$ cat src/rtl/sclkdiv_pkg.sv
package sclkdiv_pkg;

    // Control word field layout
    localparam int LIN_W    = 8;
    localparam int POW_W    = 4;
    localparam int LIN_LSB  = 0;
    localparam int POW_LSB  = 8;
    localparam int LAW_BIT  = 12;
    localparam int WORD_W   = 32;

    // Largest exponent gives a half-period of 2^(POW_MAX-1)
    localparam int POW_MAX  = (1 << POW_W) - 1;
    localparam int CNT_W    = (LIN_W > POW_MAX - 1) ? LIN_W : POW_MAX - 1;

    typedef enum logic {
        LAW_POW2   = 1'b0,
        LAW_LINEAR = 1'b1
    } law_e;

    typedef struct packed {
        law_e             law;
        logic [POW_W-1:0] pexp;
        logic [LIN_W-1:0] lin;
    } divcfg_t;

    typedef logic [CNT_W-1:0] hcount_t;
    typedef logic [CNT_W:0]   hwide_t;

    localparam divcfg_t CFG_RESET = '{law: LAW_POW2, pexp: '0, lin: '0};

    function automatic divcfg_t unpack_cfg(input logic [WORD_W-1:0] w);
        divcfg_t c;
        c.law  = law_e'(w[LAW_BIT]);
        c.pexp = w[POW_LSB +: POW_W];
        c.lin  = w[LIN_LSB +: LIN_W];
        return c;
    endfunction

    // Half-period length minus one, in input cycles
    function automatic hcount_t half_minus1(input divcfg_t c);
        hwide_t span;
        if (c.law == LAW_LINEAR) begin
            return hcount_t'(c.lin);
        end
        if (c.pexp == '0) begin
            return '0;
        end
        span = hwide_t'(1) << (c.pexp - 1'b1);
        return hcount_t'(span - hwide_t'(1));
    endfunction

endpackage

$ cat src/rtl/sclkdiv_cfg.sv
module sclkdiv_cfg
    import sclkdiv_pkg::*;
(
    input  logic              clk,
    input  logic              rst,
    input  logic              idle,
    input  logic              boundary,
    input  logic              wr,
    input  logic [WORD_W-1:0] wdata,
    output hcount_t           act_hm1
);

    divcfg_t pend_q;
    divcfg_t wr_cfg;
    divcfg_t next_pend;

    always_comb begin
        wr_cfg    = unpack_cfg(wdata);
        next_pend = wr ? wr_cfg : pend_q;
    end

    always_ff @(posedge clk) begin
        if (rst) begin
            pend_q <= CFG_RESET;
        end else begin
            pend_q <= next_pend;
        end
    end

    // Active limit: follows writes freely while idle, else only at boundaries
    always_ff @(posedge clk) begin
        if (rst) begin
            act_hm1 <= half_minus1(CFG_RESET);
        end else if (idle) begin
            act_hm1 <= half_minus1(next_pend);
        end else if (boundary) begin
            act_hm1 <= half_minus1(pend_q);
        end
    end

endmodule

$ cat src/rtl/sclkdiv_count.sv
module sclkdiv_count
    import sclkdiv_pkg::*;
(
    input  logic    clk,
    input  logic    rst,
    input  logic    run,
    input  hcount_t limit,
    output logic    boundary
);

    hcount_t cnt_q;

    assign boundary = run && (cnt_q == limit);

    always_ff @(posedge clk) begin
        if (rst || !run || boundary) begin
            cnt_q <= '0;
        end else begin
            cnt_q <= cnt_q + hcount_t'(1);
        end
    end

endmodule

$ cat src/rtl/sclkdiv_edge.sv
module sclkdiv_edge #(
    parameter logic IDLE_LEVEL = 1'b0
) (
    input  logic clk,
    input  logic rst,
    input  logic run,
    input  logic boundary,
    output logic sclk,
    output logic rise_pulse,
    output logic fall_pulse
);

    always_ff @(posedge clk) begin
        if (rst || !run) begin
            sclk       <= IDLE_LEVEL;
            rise_pulse <= 1'b0;
            fall_pulse <= 1'b0;
        end else if (boundary) begin
            sclk       <= !sclk;
            rise_pulse <= !sclk;
            fall_pulse <= sclk;
        end else begin
            rise_pulse <= 1'b0;
            fall_pulse <= 1'b0;
        end
    end

endmodule

$ cat src/rtl/sclk_divider.sv
module sclk_divider
    import sclkdiv_pkg::*;
#(
    parameter logic IDLE_LEVEL = 1'b0
) (
    input  logic        clk,
    input  logic        rst,
    input  logic        run,
    input  logic        cfg_wr,
    input  logic [31:0] cfg_wdata,
    output logic        sclk,
    output logic        rise_pulse,
    output logic        fall_pulse
);

    hcount_t act_hm1;
    logic    boundary;

    sclkdiv_cfg u_cfg (
        .clk      (clk),
        .rst      (rst),
        .idle     (!run),
        .boundary (boundary),
        .wr       (cfg_wr),
        .wdata    (cfg_wdata),
        .act_hm1  (act_hm1)
    );

    sclkdiv_count u_count (
        .clk      (clk),
        .rst      (rst),
        .run      (run),
        .limit    (act_hm1),
        .boundary (boundary)
    );

    sclkdiv_edge #(
        .IDLE_LEVEL (IDLE_LEVEL)
    ) u_edge (
        .clk        (clk),
        .rst        (rst),
        .run        (run),
        .boundary   (boundary),
        .sclk       (sclk),
        .rise_pulse (rise_pulse),
        .fall_pulse (fall_pulse)
    );

endmodule

$ cat config.mk
export PLATFORM = sky130hd
export DESIGN_NAME = sclk_divider
export DESIGN_NICKNAME = d
export VERILOG_FILES = /design/src/rtl/sclkdiv_pkg.sv /design/src/rtl/sclkdiv_cfg.sv /design/src/rtl/sclkdiv_count.sv /design/src/rtl/sclkdiv_edge.sv /design/src/rtl/sclk_divider.sv
export SDC_FILE = /design/constraint.sdc
export NUM_CORES = 1
export LEC_CHECK = 0
export BUFFER_PORTS_ARGS = -buffer_cell sky130_fd_sc_hd__buf_2
export CORE_UTILIZATION = 40
export DETAILED_ROUTE_END_ITERATION = 8
export PLACE_DENSITY = 0.61
export SYNTH_ARGS = -nofsm -noshare
export SYNTH_HDL_FRONTEND = slang
export SYNTH_SLANG_ARGS = --single-unit
$ cat constraint.sdc
create_clock -name clk -period 2.9 [get_ports clk]
set_input_delay 0.29 -clock clk [delete_from_list [all_inputs] [get_ports clk]]
set_output_delay 0.29 -clock clk [all_outputs]
set_load 0.01 [all_outputs]
# [Word level (Yosys, flattened, before mapping)]
# Index checks and enable logic that the tools add are counted.
[op_classes] addsub=5 eq_ne=2 shift=2 muxes=27 bitwise=1 n_reduce_logical=8
[op_table] operator="$mux W14" count=10
[op_table] operator="$shl A1 B4 Y14 const A" count=2
[op_table] operator="$sub A14 B1 Y14 const B" count=2
[op_table] operator="$mux W1" count=16
[op_table] operator="$add A14 B1 Y14 const B" count=1
[op_table] operator="$eq A14 B14 Y1" count=1
[op_table] operator="$mux W13" count=1
[op_table] operator="$logic_not A4 Y1" count=2
[op_table] operator="$sub A4 B1 Y4 const B" count=2
[op_table] operator="$logic_not A1 Y1" count=2
[op_table] operator="$logic_or A1 B1 Y1" count=2
[op_table] operator="$ne A2 B1 Y1 const B" count=1
[op_table] operator="$reduce_or A2 Y1" count=1
[op_table] operator="$logic_and A1 B1 Y1" count=1
[op_table] operator="$not A1 Y1" count=1
[totals] ff_bits=44 inputBits=36 output_inout_bits=3 wordCells=53

# [Logic depth before layout (Yosys ltp)]
[depth] ltp_word=13 ltp_mapped=11 mapped_depth_nobuf=9

# [Hierarchy]
# A second synthesis with hierarchy kept.
[hier_totals] cells_unflattened=325 hier_area_um2=2801.4
[modules_own_cells] module="sclkdiv_cfg" n_inst=1 cells_each=231 area_each_um2=1848.0 seq_area_each_um2=540.5
[modules_own_cells] module="sclkdiv_count" n_inst=1 cells_each=86 area_each_um2=845.8 seq_area_each_um2=280.3
[modules_own_cells] module="sclkdiv_edge" n_inst=1 cells_each=7 area_each_um2=103.8 seq_area_each_um2=60.1
[modules_own_cells] module="sclk_divider" n_inst=1 cells_each=1 area_each_um2=3.8 seq_area_each_um2=0.0

# [Least setup slack after synthesis]
# Ideal clock, no wire load.
[synth_path] path_kind="input port to flip-flop" startpoint="in cfg_wr" endpoint="reg u_cfg.act_hm1[10]" setup_time_ns=0.074 t_arrival_ns=2.414 required_time_ns=2.826 slack_ns=0.412 path_stages=9 path_buffers=2 path_cell_list="buf_2 -> buf_2 -> mux2_2 -> nor2_1 -> nand3_1 -> ha_1 -> or4_1 -> a21o_1 -> a31oi_1"
[synth_via] elab_chain_len=9 elab_cells_between_ends=16 cone_classes="add/sub (2); shift (1); mux (12); reduce/logical (1)"
[synth_rtl] element="start: declaration" line_no="sclk_divider.sv:9" rtl="input logic cfg_wr,"
[synth_rtl] element="$mux W13 (*)" line_no="sclkdiv_cfg.sv:19" rtl="next_pend = wr ? wr_cfg : pend_q;"
[synth_rtl] element="branches (longest 6 deep; another with $sub A14 B1 Y14)"
[synth_rtl] element="$mux W14 (*)" line_no="sclkdiv_pkg.sv:45" rtl="if (c.pexp == '0) begin"
[synth_rtl] element="$mux W14 (*)" line_no="sclkdiv_cfg.sv:34" rtl="end else if (idle) begin"
[synth_rtl] element="end signal: assignment" line_no="sclkdiv_cfg.sv:33" rtl="act_hm1 <= half_minus1(CFG_RESET);"
[synth_rtl] element="end signal: assignment" line_no="sclkdiv_cfg.sv:35" rtl="act_hm1 <= half_minus1(next_pend);"
[synth_rtl] element="end signal: assignment" line_no="sclkdiv_cfg.sv:37" rtl="act_hm1 <= half_minus1(pend_q);"
[synth_rtl] element="end: declaration" line_no="sclkdiv_cfg.sv:10" rtl="output hcount_t act_hm1"
# Every way passes the cells marked *. The select of a mux whose other input is x is not followed.
# A chain may end at the register's enable or synchronous reset.

# [Worst setup path in the final report]
[layout_path] startpoint="reg u_cfg.pend_q[11] (netlist name)" endpoint="reg u_cfg.act_hm1[4]"
[layout_via] elab_chain_len=10 elab_cells_between_ends=26 cone_classes="add/sub (4); shift (2); mux (18); reduce/logical (2)"
[layout_rtl] element="start: declaration" line_no="sclkdiv_cfg.sv:13" rtl="divcfg_t pend_q;"
[layout_rtl] element="start signal: assignment" line_no="sclkdiv_cfg.sv:26" rtl="pend_q <= next_pend;"
[layout_rtl] element="branches (longest 9 deep; another with $sub A14 B1 Y14)"
[layout_rtl] element="$mux W14 (*)" line_no="sclkdiv_cfg.sv:34"
# Marked as above.

==> flow_summary.ini <==
[status]
status = completed

[pwr]
ir_drop_mv = 0.323
finalPower_mw = 1.52
power_density_nw_per_um2 = 510
power_leakage_nw = 1.06

[synthesis]
synth_warnings = 0
ys_async_sr_fraction = 0
netlist.area_leader.share = 0.329
synth_area_um2 = 2680
synth.distinct_cells = 50
syn-num-nets = 370
syn_inst = 331
ys_ff_latch = 44
synth_edf_count = 0
yosysTopAreaCell = dfxtp_1
synth_flop_cell = dfxtp_1
synth.area.top_cells = dfxtp_1 (33%), mux2i_1 (7.8%), xnor2_1 (6.5%), nor2_1 (6.3%), nand3_1 (3.7%)
yosysSeqAreaShare = 0.329
avgSynthCellArea_um2 = 8.10

[sta]
setup_tns_ps = 0
clock.fmax_ghz = 0.403
finalSetupViolCount = 0
max-slew-margin-rel = 0.557
rsz0062_at_grt = false
drv_slew = 0
fin_skew_ps = 10.6
fin_ws_ps = 418
fin_crit_ps = 2480
tightest_slew_ps = 663
hold_viol = 0
whs_ps = 240
fin_crit_sh = 0.856

[clocking]
htree_num_levels = 2
post_cts_resized = 0
clk_latency_ps = 300
post_cts_buffers = 0
numCtsBuffers = 5
clk_pin_slew_worst_paths_ps = 90
hold_buffers = 0
cts_buffer_depth = 2
cts_tree = built
ctsRootBufferMaster = clkbuf_8
cts.sinks = 44

[finish]
fin_cells = 423
fillCellCount = 643
area_delta_synth_final_pct = 11.4
seq_area_um2 = 881
nets = 384
multi_input_area_um2 = 1690
layout_common_cells = nor2_1 (45), dfxtp_1 (44), nand2_1 (22)
antenna_cells = 0
layout_commonest_cell = nor2_1
drive_above_1_share = 0.142

[hold_path]
min_path_cells = 3
worstHoldPathType = in2reg

[worst_setup_path]
critPathArrivalTime_ps = 2720
cp-start-kind = flip-flop
r2r.worst_path.cells = 8
critPathKind = reg2reg
required_ps = 3140
crit_fanout = 16
cp-end-kind = flip-flop

[floorplanning]
rows = 29
dieArea_um2 = 7030
io_pins = 39
core_um2 = 6420
die_w_um = 83.9
start_util = 0.417
dieHeight_um = 83.9

[place]
routabilityCongestion = 0.893
preCtsSetupSlack_ps = 360
hpwlAfterDp_um = 4880
dp.cells = 415
port_buffers = 19

[route]
drt_wl_total_um = 6570
drc = 0
met2_wirelength_um = 2940
top_layer_used = met4
dr_total_vias = 2430
wirelength_met1_um = 3190
via_per_inst = 5.74
wire_per_inst_um = 15.5
dr.pass1.iters = 5
final_antenna_net_count = 0
wl_met3_um = 317
drtIter0Drc = 192

[global_routing]
antenna_found_initial = 0
grt_pass1_wl_um = 11100
overflow = 0
grt_pass1_vias = 2297
grt_start_max_net_pins = 26
grtUsageTotal = 0.196

[job]
drv_cap = 0
==> state kept, by name, summed over array words and instances, names as in the netlist <==
name and flops:
u_edge.sclk 1, u_count.cnt_q 14, u_edge.rise_pulse 1, u_edge.fall_pulse 1
u_cfg.pend_q 13, u_cfg.act_hm1 14
==> critical path: stages, from the launching register on <==
cell,delay [ps]
dfxtp_1,640
mux2_2,380
nor2_1,100
nand3_1,100
ha_1,260
buf_4,190
o21ai_0,80
or4_1,530
a31oi_1,140
==> power by group <==
group          leakage [nW]  switching (mW)  internal, mW
Clock                0.0614           0.224         0.282
Sequential            0.359          0.0320         0.636
Combinational         0.636           0.203         0.147
Total                  1.06           0.459          1.06
==> cell families (layout without fill, tap and decap cells) <==
| logic type | Yosys count | after routing | share of synthesized area |
|---|---|---|---|
| AO/OA/AOI/OAI | 63 | 63 | 0.159 |
| XOR/XNOR | 29 | 29 | 0.0948 |
| adder cells (fa/ha/maj) | 3 | 3 | 0.0140 |
| buffers and inverters | 28 | 43 | 0.0415 |
| flip-flops | 44 | 44 | 0.329 |
| multiplexers | 29 | 29 | 0.112 |
| AND/OR/NAND/NOR | 135 | 135 | 0.250 |
==> cells in the mapped netlist (3+ instances only) <==
master     n
ha_1       3
dfxtp_1   44
buf_2      5
a21oi_1   10
o31ai_1    3
nand2b_1   5
o211ai_1   3
nand4_1    8
a211o_1    3
nor3_1    10
and3_1     3
a21o_1     3
a211oi_1   5
a31oi_1    6
nor3b_1    4
or4_1      4
mux2_2     8
inv_1      4
mux2i_1   21
nand3_1   20
o22ai_1    3
xor2_1     9
xnor2_1   20
clkbuf_1  19
o21ai_0   12
nor2_1    45
nand2_1   22
==> layout make-up <==
type	instances	area share
Inverter	4	0.00503
Tap cell	77	0.0323
Clock inverter	2	0.0130
Multi-Input combinational cell	259	0.565
Timing Repair Buffer	31	0.0620
Sequential cell	44	0.295
Clock buffer	6	0.0276
==> metrics by stage <==
stage          cell area [um^2]   util
4_1_cts                    2990  0.465
2_1_floorplan              2680      -
6_report                   2990  0.465
5_1_grt                    2990  0.465
3_5_place_dp               2870  0.446
3_3_place_gp               2870  0.446
==> final timing paths <==
path	startpoint	end	slack [ps]
worst max-delay path	u_cfg.pend_q[11]	u_cfg.act_hm1[4]	420
worst min-delay path	cfg_wdata[6]	u_cfg.pend_q[6]	240
worst max register to register	u_cfg.pend_q[11]	u_cfg.act_hm1[4]	420
worst min register to register	u_edge.sclk	u_edge.fall_pulse	490
==> layer usage <==
layer  global-route usage  vias to the layer above
met1                0.273                     1137
met4               0.0627                        0
met2                0.307                       63
li1                     -                     1221
met3               0.0336                        9
met5                    0                        -
(Power assumes the default switching activity.)
